<file path="src/rtl/sleep_ctrl_pkg.sv">
package sleep_ctrl_pkg;

    typedef enum logic [1:0] {
        PS_RUN   = 2'd0,
        PS_LIGHT = 2'd1,
        PS_DEEP  = 2'd2,
        PS_STBY  = 2'd3
    } pstate_e;

    typedef struct packed {
        pstate_e state;
    } fsm_regs_t;

    typedef struct packed {
        logic periph_stop;
        logic dma_halt;
    } stop_regs_t;

endpackage

</file>
<file path="src/rtl/sleep_depth_sel.sv">
module sleep_depth_sel
    import sleep_ctrl_pkg::*;
#(
    parameter int CTL_W   = 8,
    parameter int SEL_BIT = 7
) (
    input  logic [CTL_W-1:0] ctl_a,
    input  logic [CTL_W-1:0] ctl_b,
    output pstate_e          depth
);

    logic want_stby;
    logic want_deep;

    assign want_stby = ctl_a[SEL_BIT];
    assign want_deep = ctl_b[SEL_BIT];

    // The first register outranks the second.
    always_comb begin
        if (want_stby) begin
            depth = PS_STBY;
        end else if (want_deep) begin
            depth = PS_DEEP;
        end else begin
            depth = PS_LIGHT;
        end
    end

endmodule

</file>
<file path="src/rtl/sleep_state_fsm.sv">
module sleep_state_fsm
    import sleep_ctrl_pkg::*;
(
    input  logic    clk,
    input  logic    rst_n,
    input  logic    sleep_req,
    input  logic    irq_pend,
    input  pstate_e depth,
    output pstate_e state
);

    fsm_regs_t r_d;
    fsm_regs_t r_q;

    always_comb begin
        r_d = r_q;
        if (r_q.state == PS_RUN) begin
            if (sleep_req) begin
                r_d.state = depth;
            end
        end else if (irq_pend) begin
            r_d.state = PS_RUN;
        end
    end

    always_ff @(posedge clk or negedge rst_n) begin
        if (!rst_n) begin
            r_q <= '{state: PS_RUN};
        end else begin
            r_q <= r_d;
        end
    end

    assign state = r_q.state;

endmodule

</file>
<file path="src/rtl/sleep_stop_gen.sv">
module sleep_stop_gen
    import sleep_ctrl_pkg::*;
(
    input  logic    clk,
    input  logic    rst_n,
    input  pstate_e state,
    output logic    periph_stop,
    output logic    dma_halt
);

    stop_regs_t s_d;
    stop_regs_t s_q;

    always_comb begin
        s_d.periph_stop = (state == PS_STBY);
        s_d.dma_halt    = (state == PS_DEEP);
    end

    always_ff @(posedge clk or negedge rst_n) begin
        if (!rst_n) begin
            s_q <= '0;
        end else begin
            s_q <= s_d;
        end
    end

    assign periph_stop = s_q.periph_stop;
    assign dma_halt    = s_q.dma_halt;

endmodule

</file>
<file path="src/rtl/sleep_ctrl.sv">
module sleep_ctrl
    import sleep_ctrl_pkg::*;
#(
    parameter int CTL_W   = 8,
    parameter int SEL_BIT = 7
) (
    input  logic             clk,
    input  logic             rst_n,
    input  logic             sleep_req,
    input  logic [CTL_W-1:0] stby_ctl_a,
    input  logic [CTL_W-1:0] stby_ctl_b,
    input  logic             irq_pend,
    output logic [1:0]       pwr_state,
    output logic             core_halt,
    output logic             periph_stop,
    output logic             dma_halt
);

    pstate_e depth;
    pstate_e state;

    sleep_depth_sel #(
        .CTL_W   (CTL_W),
        .SEL_BIT (SEL_BIT)
    ) u_sel (
        .ctl_a (stby_ctl_a),
        .ctl_b (stby_ctl_b),
        .depth (depth)
    );

    sleep_state_fsm u_fsm (
        .clk       (clk),
        .rst_n     (rst_n),
        .sleep_req (sleep_req),
        .irq_pend  (irq_pend),
        .depth     (depth),
        .state     (state)
    );

    sleep_stop_gen u_stop (
        .clk         (clk),
        .rst_n       (rst_n),
        .state       (state),
        .periph_stop (periph_stop),
        .dma_halt    (dma_halt)
    );

    assign pwr_state = state;
    assign core_halt = (state != PS_RUN);

endmodule

</file>
<file path="config.mk">
export PLATFORM = sky130hd
export DESIGN_NAME = sleep_ctrl
export DESIGN_NICKNAME = d
export VERILOG_FILES = /design/src/rtl/sleep_ctrl_pkg.sv /design/src/rtl/sleep_depth_sel.sv /design/src/rtl/sleep_state_fsm.sv /design/src/rtl/sleep_stop_gen.sv /design/src/rtl/sleep_ctrl.sv
export SDC_FILE = /design/constraint.sdc
export NUM_CORES = 1
export LEC_CHECK = 0
export BUFFER_PORTS_ARGS = -buffer_cell sky130_fd_sc_hd__buf_4
export CAP_MARGIN = 20
export CORE_AREA = 2 2 39 41
export DETAILED_ROUTE_END_ITERATION = 16
export DIE_AREA = 0 0 41 43
export PLACE_DENSITY = 0.5
export REMOVE_ABC_BUFFERS = 1
export SYNTH_ARGS = -nofsm -noshare
export SYNTH_HDL_FRONTEND = slang
export SYNTH_SLANG_ARGS = --single-unit
</file>
<file path="constraint.sdc">
create_clock -name clk -period 0.9 [get_ports clk]
set_input_delay 0 -clock clk [delete_from_list [all_inputs] [get_ports clk]]
set_output_delay 0 -clock clk [all_outputs]
set_load 0.03 [all_outputs]
</file>
# Word-level counts from Yosys, hierarchy flattened
# Cells that the tools add are included.
dict set report totals {
  ff_bits 4
  inputBits 20
  out_inout_bits 5
  word_cells 15
}
dict set report op_classes {
  n_eq_ne 3
  muxes 5
  reduce_logical 4
}
# cell count
set op_table {}
lappend op_table {{$mux 2} 5}
lappend op_table {{$eq 2x2->1 const B} 2}
lappend op_table {{$reduce_bool 2->1} 2}
lappend op_table {{$logic_not 2->1} 1}
lappend op_table {{$ne 2x2->1 const B} 1}
lappend op_table {{$reduce_and 2->1} 1}

# Longest topological paths before layout
# Gate-level depths: netlist of the first run.
dict set report depth {
  ltp_word 4
  ltp_mapped 2
  ltp_nobuf 2
}

# Cells and area by module
# A second synthesis of the first run with hierarchy kept.
dict set report unflattened {
  cells_unflattened 16
  hier_area_um2 181.4
}
# module n_inst cells_per_inst area_each_um2 seq_area_each_um2
set by_module_without_submodules {}
lappend by_module_without_submodules {sleep_state_fsm 1 9 96.3 50.0}
lappend by_module_without_submodules {sleep_stop_gen 1 4 66.3 50.0}
lappend by_module_without_submodules {sleep_depth_sel 1 2 12.5 0.0}
lappend by_module_without_submodules {sleep_ctrl 1 1 6.3 0.0}

# Worst setup path after synthesis of the first run
# OpenSTA, ideal clock, no wires.
dict set report synth_timing {
  path_kind {reg2reg}
  start {reg u_fsm.r_q, in the netlist u_fsm.state[1]}
  end {reg u_fsm.r_q, in the netlist u_fsm.state[1]}
  setup_time_ns 0.096
  arrival_ns 0.897
  setup_slack_ns -0.093
  path_stages_with_launch 3
  n_path_buf 0
  synth_period_minus_slack_ns 0.993
  cell_sequence {dfrtp_1 > nand2b_4 > o32ai_2}
}
dict set report synth_via {
  elab_chain_cells 3
  elab_cells_between_ends 5
  cone_classes {eq/ne: 1; mux: 1; reduce/logical: 3}
}
# item line
set synth_lines {}
lappend synth_lines {{start, declared} sleep_state_fsm.sv:13} ;# fsm_regs_t r_q;
lappend synth_lines {{start signal, assigned} sleep_state_fsm.sv:28} ;# r_q <= '{state: PS_RUN};
lappend synth_lines {{start signal, assigned} sleep_state_fsm.sv:30} ;# r_q <= r_d;
lappend synth_lines {{$logic_not 2->1 (*)} sleep_state_fsm.sv:17} ;# if (r_q.state == PS_RUN) begin
lappend synth_lines {{$ne 2x2->1 (no source line) or $reduce_bool 2->1 (tied branches)} --}
lappend synth_lines {{$reduce_and 2->1 (no source line)} --}
# Every way passes the cells marked *; elsewhere a longest branch is shown, timed or not.
# A chain may end at the register's enable or synchronous reset.

# Worst setup path in the final report of the first run
# Ends and elaborated chain as after synthesis.

==> results of run 1 <==
==> synth_stat cells <==
library cell  n  share of area (%)
and2_2        1                4.2
or2b_1        1                4.2
nor2_1        2                4.2
o31ai_1       1                4.2
and2b_1       1                4.2
dfrtp_1       4                 56
o32ai_2       1                9.2
or2_1         1                3.5
nand2b_4      1                7.7
inv_1         1                2.1
==> flip-flops by register name (all words and copies together), names as in the netlist <==
signal and cells:
u_stop.dma_halt 1, u_fsm.state 2, u_stop.periph_stop 1
==> how the worst min path moves through the flow <==
stage	from	end	slack, ps	depth (start not counted)
after floorplan	rst_n	u_fsm.state[0]	-300	0
after CTS	sleep_req	u_fsm.state[0]	40	3
after global placement	rst_n	u_stop.periph_stop	-210	1
after detailed placement	rst_n	u_stop.periph_stop	-200	1
final	sleep_req	u_fsm.state[0]	40	3
after global routing	sleep_req	u_fsm.state[0]	50	3
==> cell type report <==
| cell class | count | share of cell area (%) |
|---|---|---|
| repair buffers | 14 | 34.31 |
| flip-flops and latches | 4 | 29.20 |
| multi-input cells | 9 | 22.99 |
| clock buffers | 3 | 6.569 |
| well taps | 16 | 5.839 |
| inverters | 1 | 1.095 |
==> cell families after synthesis <==
kind of cell / Yosys count / synth area share (%)
compound gates: 2 / 13.38
simple gates: 7 / 28.18
flops: 4 / 56.34
buf+inv: 1 / 2.111
==> worst max-delay path: cells and delay by family, from the launching register on <==
kind / cells / cell delay (ps)
DFF: 1 / 380
AOI/OAI and AO/OA: 1 / 230
buffers and inverters: 1 / 140
and+or+nand+nor: 1 / 140
==> power by group through the flow <==
stage | Sequential, mW | Combinational (mW) | Clock (mW)
5_1_grt | 0.244 | 0.424 | 0.245
3_5_place_dp | 0.261 | 0.306 | 0
4_1_cts | 0.241 | 0.386 | 0.231
3_3_place_gp | 0.255 | 0.304 | 0
6_report | 0.239 | 0.391 | 0.218
2_1_floorplan | 0.334 | 0.108 | 0
==> what timing repair did <==
action	CTS	global route
setup endpoints to repair	1	4
pin swaps	2	0
buffers inserted	2	0
hold endpoints to repair	5	0
hold buffers	2	0
resized for setup	2	1
==> routing by layer <==
| metal | part of all wire (%) | track usage, % |
|---|---|---|
| met1 | 44 | 6.189 |
| met2 | 35 | 5.938 |
| met3 | 14 | 3.141 |
| met4 | 7.0 | 12.00 |
| met5 | 0 | 0 |
==> stage by stage <==
stage	setup TNS, ps	cell area (um2)	instances	total power, mW
global route	-297.2	342.8	47	0.9136
finish	-151.2	342.8	47	0.8482
global placement	0	272.8	40	0.5593
floorplan	-165.3	177.7	14	0.4426
CTS	-192.4	337.8	47	0.8571
detailed placement	0	272.8	40	0.5674
==> flow_metrics.tcl, run 1 <==
set metrics [dict create \
    firstDrtPassIters 1 \
    first_global_vias 147 \
    p_comb_share_pct 46.1 \
    p_leak_nw 0.1716 \
    clk_pin_slew_worst_paths_ps 40 \
    initial_core_util_pct 12.84 \
    cell_internal_pwr_mw 0.5573 \
    timing.rr.start "u_fsm.state[1]" \
    worstSetupEndpoint "u_fsm.state[1]" \
    final_clock_period_utilization_by_the_worst_path_pct 108.5 \
    endpoint_kind "flop" \
    timing.rr.end "u_fsm.state[1]" \
    layout-area-overhead-vs-synth_pct 92.96 \
    worstPathCellList "buf_4, nand2b_4, o32ai_2" \
    netlist_instances 14 \
    gr-total-overflow 0 \
    cts_buffers 3 \
    route.vias.total 161 \
    ys_seq_elements 4 \
    power.density_cell_area_nw_per_um2 2474 \
    multi_input_comb_area_um2 78.83 \
    synth.cell_area_um2 177.7 \
    grt_util_all_layers_pct 6.250 \
    cts_htree_levels 1 \
    finalSetupViolations 3 \
    vdd_ir_max_v 0.0004364 \
    routed_wl_um 383 \
    worstSetupPathType "reg -> reg" \
    tightest_slew_ps 178.1 \
    synth-seq-area-share_pct 56.34 \
    maxSlewViolCount 0 \
    nFillCells 150 \
    num_rows 14 \
    fin_worst_skew_ps 2.000 \
    synth.distinct_cells 10 \
    antenna_found_initial 0 \
    coreArea_um2 1384 \
    grt_start_max_net_pins 7 \
    finalHoldViolCount 0 \
    clock_tree_from_tritoncts "built" \
    drt-vias-per-instance 3.426 \
    start_kind "flop" \
    antenna_cells_inserted 0 \
    postLayoutCoreUtil_pct 24.77 \
    floorplan.io_pins 25 \
    layout.area.seq_um2 100.1 \
    worstSetupStartpoint "u_fsm.state[1]" \
    max_stage_delay_ps 380 \
    net_switching_mw 0.2908 \
    share_seq_of_total_power_pct 28.2 \
    failed_checks "setup timing" \
    slew-limit-headroom_pct 88.13 \
    fraction_of_layout_instances_using_a_drive_strength_above_1_pct 61.29 \
    holdWs_ps 42.19 \
    status "finished with violations" \
    most_common_cell_after_layout_fill_and_taps_aside "buf_4" \
    synth_area_per_cell_um2 12.69 \
    layout_common_cells "buf_4 (10), dfrtp_1 (4), clkbuf_4 (3)" \
    place_ws_ps 23.18 \
    globalplace.congestion 0.5846 \
    cts_root_buffer "clkbuf_4" \
    r2r_cells 3 \
    die_h_um 43 \
    critical_path.slowest_cell "dfrtp_1" \
    cts_sinks 4 \
    hold_class "in -> reg" \
    yosys_warnings 0 \
    route.antenna.remaining_nets 0 \
    grt_setup_unrepaired "yes" \
    switching_share_pct 34.29 \
    final_nets 53 \
    p_clk_share_pct 25.7 \
    cp_data_arrival_time_ps 1120 \
    path_max_fanout 3 \
    critical_path_required_ps 1040 \
    grt_first_pass_wirelength_um 586 \
    fmax_mhz 1024 \
    maxCapViolations 0 \
    worst_skew_pair.late_latency_ps 230 \
    ff2ff_setup_slack_ps -80 \
    final.setup.worst_slack_ps -76.29 \
    cts.path.max_buffers 2 \
    fp.dieW_um 41 \
    layout_min_cycle_time_ps 976.3 \
    detailedRoute.firstIterationViolations 0 \
    die_area_um2 1763 \
    wl_per_cell_um 8.149 \
    port_buffers 10 \
    route.detailed.drc 0 \
]
Note: power is estimated with default switching activity, not from simulation.
==> inputs of run 2 (changes only) <==
Settings changed: CAP_MARGIN 20 to not set, RECOVER_POWER set to 25.
==> run 2 against run 1 <==
Effect of this change: the run still ends with setup timing left; final cell count stayed put; clock skew stayed put; maximum frequency stayed put; die area stayed put; clock power hardly changed; via count stayed put; combinational power hardly changed; total power is 0.28% lower.
==> flow_metrics.tcl, run 2 (synthesized netlist as in run 1, its figures left out) <==
set metrics [dict create \
    port_buffers 10 \
    worstPathCellList "buf_4, nand2b_4, o32ai_2" \
    antenna_cells_inserted 0 \
    floorplan.io_pins 25 \
    status "finished with violations" \
    worstSetupEndpoint "u_fsm.state[1]" \
    ff2ff_setup_slack_ps -80 \
    drt-vias-per-instance 3.426 \
    layout-area-overhead-vs-synth_pct 90.85 \
    cp_data_arrival_time_ps 1120 \
    vdd_ir_max_v 0.0004338 \
    route.vias.total 161 \
    detailedRoute.firstIterationViolations 0 \
    place_ws_ps 23.18 \
    final_clock_period_utilization_by_the_worst_path_pct 108.5 \
    die_h_um 43 \
    antenna_found_initial 0 \
    first_global_vias 147 \
    nFillCells 151 \
    fp.dieW_um 41 \
    fraction_of_layout_instances_using_a_drive_strength_above_1_pct 58.06 \
    largest_register_ffs 2 \
    finalHoldViolCount 0 \
    path_max_fanout 3 \
    cts_buffers 3 \
    critical_path.slowest_cell "dfrtp_1" \
    route.antenna.remaining_nets 0 \
    final.setup.worst_slack_ps -76.29 \
    grt-busiest-layer "met4" \
    failed_checks "setup timing" \
    post-layout-total-power_mw 0.8458 \
    globalplace.congestion 0.5846 \
    firstDrtPassIters 1 \
    initial_core_util_pct 12.84 \
    endpoint_kind "flop" \
    power.density_cell_area_nw_per_um2 2494 \
    worstSetupPathType "reg -> reg" \
    layout.area.seq_um2 100.1 \
    layout_common_cells "buf_4 (9), dfrtp_1 (4), clkbuf_4 (3)" \
    cts_sinks 4 \
    fmax_mhz 1024 \
    grt_start_max_net_pins 7 \
    num_rows 14 \
    clock_tree_from_tritoncts "built" \
    cts_htree_levels 1 \
    timing.rr.start "u_fsm.state[1]" \
    hold_class "in -> reg" \
    r2r_cells 3 \
    maxCapViolations 0 \
    cts.path.max_buffers 2 \
    multi_input_comb_area_um2 78.83 \
    grt_use_met3_pct 3.141 \
    die_area_um2 1763 \
    fin_worst_skew_ps 2.000 \
    start_kind "flop" \
    routed_wl_um 380 \
    grt_util_all_layers_pct 6.250 \
    timing.rr.end "u_fsm.state[1]" \
    max_stage_delay_ps 380 \
    final_nets 53 \
    worst_skew_pair.late_latency_ps 230 \
    coreArea_um2 1384 \
    slew-limit-headroom_pct 86.31 \
    tightest_slew_ps 205.3 \
    global_route_met1_usage_pct 6.189 \
    grt_first_pass_wirelength_um 586 \
    finalSetupViolations 3 \
    grt_setup_unrepaired "yes" \
    wl_per_cell_um 8.085 \
    cts_root_buffer "clkbuf_4" \
    use_met2_pct 5.938 \
    gr-total-overflow 0 \
    layout_min_cycle_time_ps 976.3 \
    route.detailed.drc 0 \
    worstSetupStartpoint "u_fsm.state[1]" \
    clk_pin_slew_worst_paths_ps 40 \
    most_common_cell_after_layout_fill_and_taps_aside "buf_4" \
    p_leak_nw 0.1680 \
    critical_path_required_ps 1040 \
    maxSlewViolCount 0 \
]
run 2: cell count changes in the layout (fill, tap and decap cells not counted):
cell and change:
buf_4 -1, clkbuf_1 +1
run 2: power breakdown:
part | switching (mW) | total [mW] | internal [mW]
combinational | 0.203 | 0.389 | 0.186
sequential | 0.0185 | 0.239 | 0.221
clock | 0.0692 | 0.218 | 0.149
total | 0.290 | 0.846 | 0.555
run 2: how the worst min path moves through the flow:
| stage | from | slack [ps] | cells after the start | end |
|---|---|---|---|---|
| 3_3_place_gp | rst_n | -210 | 1 | u_stop.periph_stop |
| 6_report | sleep_req | 40 | 3 | u_fsm.state[0] |
| 4_1_cts | sleep_req | 40 | 3 | u_fsm.state[0] |
| 3_5_place_dp | rst_n | -200 | 1 | u_stop.periph_stop |
| 2_1_floorplan | rst_n | -300 | 0 | u_fsm.state[0] |
| 5_1_grt | sleep_req | 50 | 3 | u_fsm.state[0] |
run 2: layout make-up:
class | instances | area share (%)
timing repair buffer | 14 | 33.58
sequential | 4 | 29.52
multi-input combinational | 9 | 23.25
clock buffer | 3 | 6.642
tap | 16 | 5.904
inverter | 1 | 1.107
run 2: metrics by stage:
stage	util (%)	setup TNS (ps)	hold slack (ps)	std cells	instance area (um2)
detailed placement	19.71	0	-201.6	40	272.8
global route	24.50	-297.2	46.19	47	339.1
finish	24.50	-150.4	42.19	47	339.1
global placement	19.71	0	-205.3	40	272.8
floorplan	-	-165.3	-295.6	14	177.7
CTS	24.41	-192.4	39.19	47	337.8
run 2: what timing repair did:
action                     in CTS  in global routing
pin swaps                       2                  0
setup buffers                   2                  0
gates resized for setup         2                  1
hold endpoints to repair        5                  0
hold buffers                    2                  0
setup endpoints to repair       1                  4
run 2: metal layers:
metal / vias to the layer above / wire length, um
met5: - / 0
met4: 0 / 27
met3: 4 / 53
met2: 13 / 134
met1: 64 / 166
li1: 80 / -
run 2: critical path: cells and delay by family (launching register included):
| family | cells | cell delay (ps) |
|---|---|---|
| and+or+nand+nor | 1 | 140 |
| AOI/OAI and AO/OA | 1 | 230 |
| DFF | 1 | 380 |
| buffers and inverters | 1 | 140 |
==> inputs of run 3 (changes only) <==
Settings changed: SYNTH_HIERARCHICAL set to 1.
==> run 3 against run 2 <==
Effect of this change: the run still ends with setup timing left; wire length decreased by 0.26%; core utilization increased by 1.4 points; setup slack gained 13 ps; maximum frequency is 1.3% higher; critical path depth decreased by 1; highest routed layer is now met3.
==> flow_metrics.tcl, run 3 <==
set metrics [dict create \
    max_stage_delay_ps 360 \
    switching_share_pct 33.40 \
    holdWs_ps 50.99 \
    route.antenna.remaining_nets 0 \
    synth_edf_count 0 \
    p_clk_share_pct 24.0 \
    start_kind "flop" \
    critical_path_required_ps 900 \
    status "finished with violations" \
    routed_wl_um 379 \
    hold_class "in -> reg" \
    maxCapViolations 0 \
    route.detailed.drc 0 \
    finalSetupViolations 3 \
    post-synth-top-area-cell "dfrtp_1" \
    netlist_instances 16 \
    cts_root_buffer "clkbuf_4" \
    die_area_um2 1763 \
    antenna_cells_inserted 0 \
    vdd_ir_max_v 0.0004741 \
    initial_core_util_pct 13.11 \
    drt-vias-per-instance 3.340 \
    ys_seq_elements 4 \
    grt_first_pass_wirelength_um 586 \
    clk_pin_slew_worst_paths_ps 40 \
    ff2ff_setup_slack_ps -20 \
    grt_start_max_net_pins 6 \
    post_synth_main_area_contributors "dfrtp_1 (55%), o22ai_2 (14%), or2_1 (10%)" \
    die_h_um 43 \
    largest_register_ffs 2 \
    antenna_found_initial 0 \
    placed_area_um2 276.5 \
    fraction_of_layout_instances_using_a_drive_strength_above_1_pct 58.82 \
    cts_htree_levels 1 \
    p_leak_nw 0.1796 \
    yosysMostFrequentCell "dfrtp_1" \
    fmax_mhz 1038 \
    tightest_slew_ps 210.2 \
    nFillCells 149 \
    failed_checks "setup timing" \
    slew-limit-headroom_pct 85.98 \
    layout_min_cycle_time_ps 963.4 \
    coreArea_um2 1384 \
    ys_async_sr_fraction_pct 100.0 \
    endpoint_kind "primary output" \
    floorplan.io_pins 25 \
    route.vias.total 167 \
    cp_data_arrival_time_ps 960 \
    wl_per_cell_um 7.580 \
    firstDrtPassIters 1 \
    clock_tree_from_tritoncts "built" \
    grt_util_all_layers_pct 5.930 \
    p_comb_share_pct 49.9 \
    cell_internal_pwr_mw 0.6014 \
    path_max_fanout 2 \
    synth.distinct_cells 8 \
    final.setup.worst_slack_ps -63.44 \
    place_ws_ps 17.50 \
    synth_area_per_cell_um2 11.34 \
    layout_common_cells "buf_4 (7), buf_6 (5), dfrtp_1 (4)" \
    yosys.area.top_type_share_pct 55.17 \
    worst_skew_pair.late_latency_ps 230 \
    most_common_cell_after_layout_fill_and_taps_aside "buf_4" \
    worstPathCellList "or2_1, buf_6" \
    num_rows 14 \
    synth.cell_area_um2 181.4 \
    critical_path.slowest_cell "dfrtp_1" \
    detailedRoute.firstIterationViolations 0 \
    grt_setup_unrepaired "yes" \
    yosys_warnings 6 \
    cts.path.max_buffers 2 \
    net_switching_mw 0.3016 \
    share_seq_of_total_power_pct 26.2 \
    finalHoldViolCount 0 \
    first_global_vias 163 \
    globalplace.congestion 0.6309 \
    cts_buffers 3 \
    gr-total-overflow 0 \
    final_nets 56 \
    synth.cells.most_frequent "dfrtp_1 (4), or2_1 (3), inv_1 (2), nand2_1 (2), o22ai_2 (2)" \
    worstSetupPathType "reg -> out" \
    fin_worst_skew_ps 3.979 \
    power.density_cell_area_nw_per_um2 2515 \
    synth-seq-area-share_pct 55.17 \
    cts_sinks 4 \
    port_buffers 10 \
    final_clock_period_utilization_by_the_worst_path_pct 107.0 \
    synth_top_flop_cell "dfrtp_1" \
    fp.dieW_um 41 \
    fin_area_um2 359.1 \
    maxSlewViolCount 0 \
    layout-area-overhead-vs-synth_pct 97.93 \
]
run 3: worst max-delay path: cells and delay by family, from the launching register on:
family / cells / cell delay [ps]
DFF: 1 / 360
buffers and inverters: 1 / 140
and+or+nand+nor: 1 / 230
run 3: worst paths after layout:
path / cells past startpoint / end / start
max in group asynchronous: 2 / u_stop/dma_halt / rst_n
setup / recovery: 2 / core_halt / u_fsm/state[0]
min in group asynchronous: 2 / u_fsm/state[1] / rst_n
hold reg to reg: 2 / u_stop/periph_stop / u_fsm/state[0]
setup reg to reg: 3 / u_fsm/state[0] / u_fsm/state[1]
hold / removal: 3 / u_fsm/state[1] / sleep_req
run 3: final cells by class:
| class | count | area [um2] | area share, % |
|---|---|---|---|
| tap | 16 | 20.02 | 5.575 |
| multi-input combinational | 10 | 76.32 | 21.25 |
| sequential | 4 | 100.1 | 27.87 |
| timing repair buffer | 15 | 132.6 | 36.93 |
| clock buffer | 3 | 22.52 | 6.272 |
| inverter | 2 | 7.507 | 2.091 |
run 3: power groups by stage:
stage	registers, mW	clock network (mW)	logic (mW)
floorplan	0.331	0	0.121
global placement	0.256	0	0.317
detailed placement	0.256	0	0.322
CTS	0.237	0.230	0.449
global route	0.241	0.236	0.482
finish	0.236	0.216	0.450
run 3: timing repair:
item | 4_1_cts | 5_1_grt
pin swaps | 2 | 0
gates resized for setup | 5 | 1
hold buffers | 2 | 0
endpoints found under the hold margin | 6 | 0
setup endpoints to repair | 1 | 6
buffers inserted | 3 | 0
run 3: stage by stage:
stage	total power, mW	instances	utilization (%)	TNS [ps]
after CTS	0.9166	50	25.95	-119.2
after floorplan	0.4519	16	-	-126.4
after global placement	0.5739	42	19.98	0
after global routing	0.9592	50	25.95	-254.3
final	0.9030	50	25.95	-92.77
after detailed placement	0.5782	42	19.98	0
run 3: per-layer routing:
layer / vias to the layer above / track usage [%] / wire (um)
li1: 87 / - / -
met1: 69 / 5.484 / 152
met2: 11 / 6.563 / 170
met3: 0 / 4.712 / 56
met4: 0 / 8.000 / 0
met5: - / 0 / 0
run 3: cells by family after synthesis:
kind of cell | synth area share, %
compound gates | 13.79
buf+inv | 4.139
flops | 55.17
simple gates | 26.90
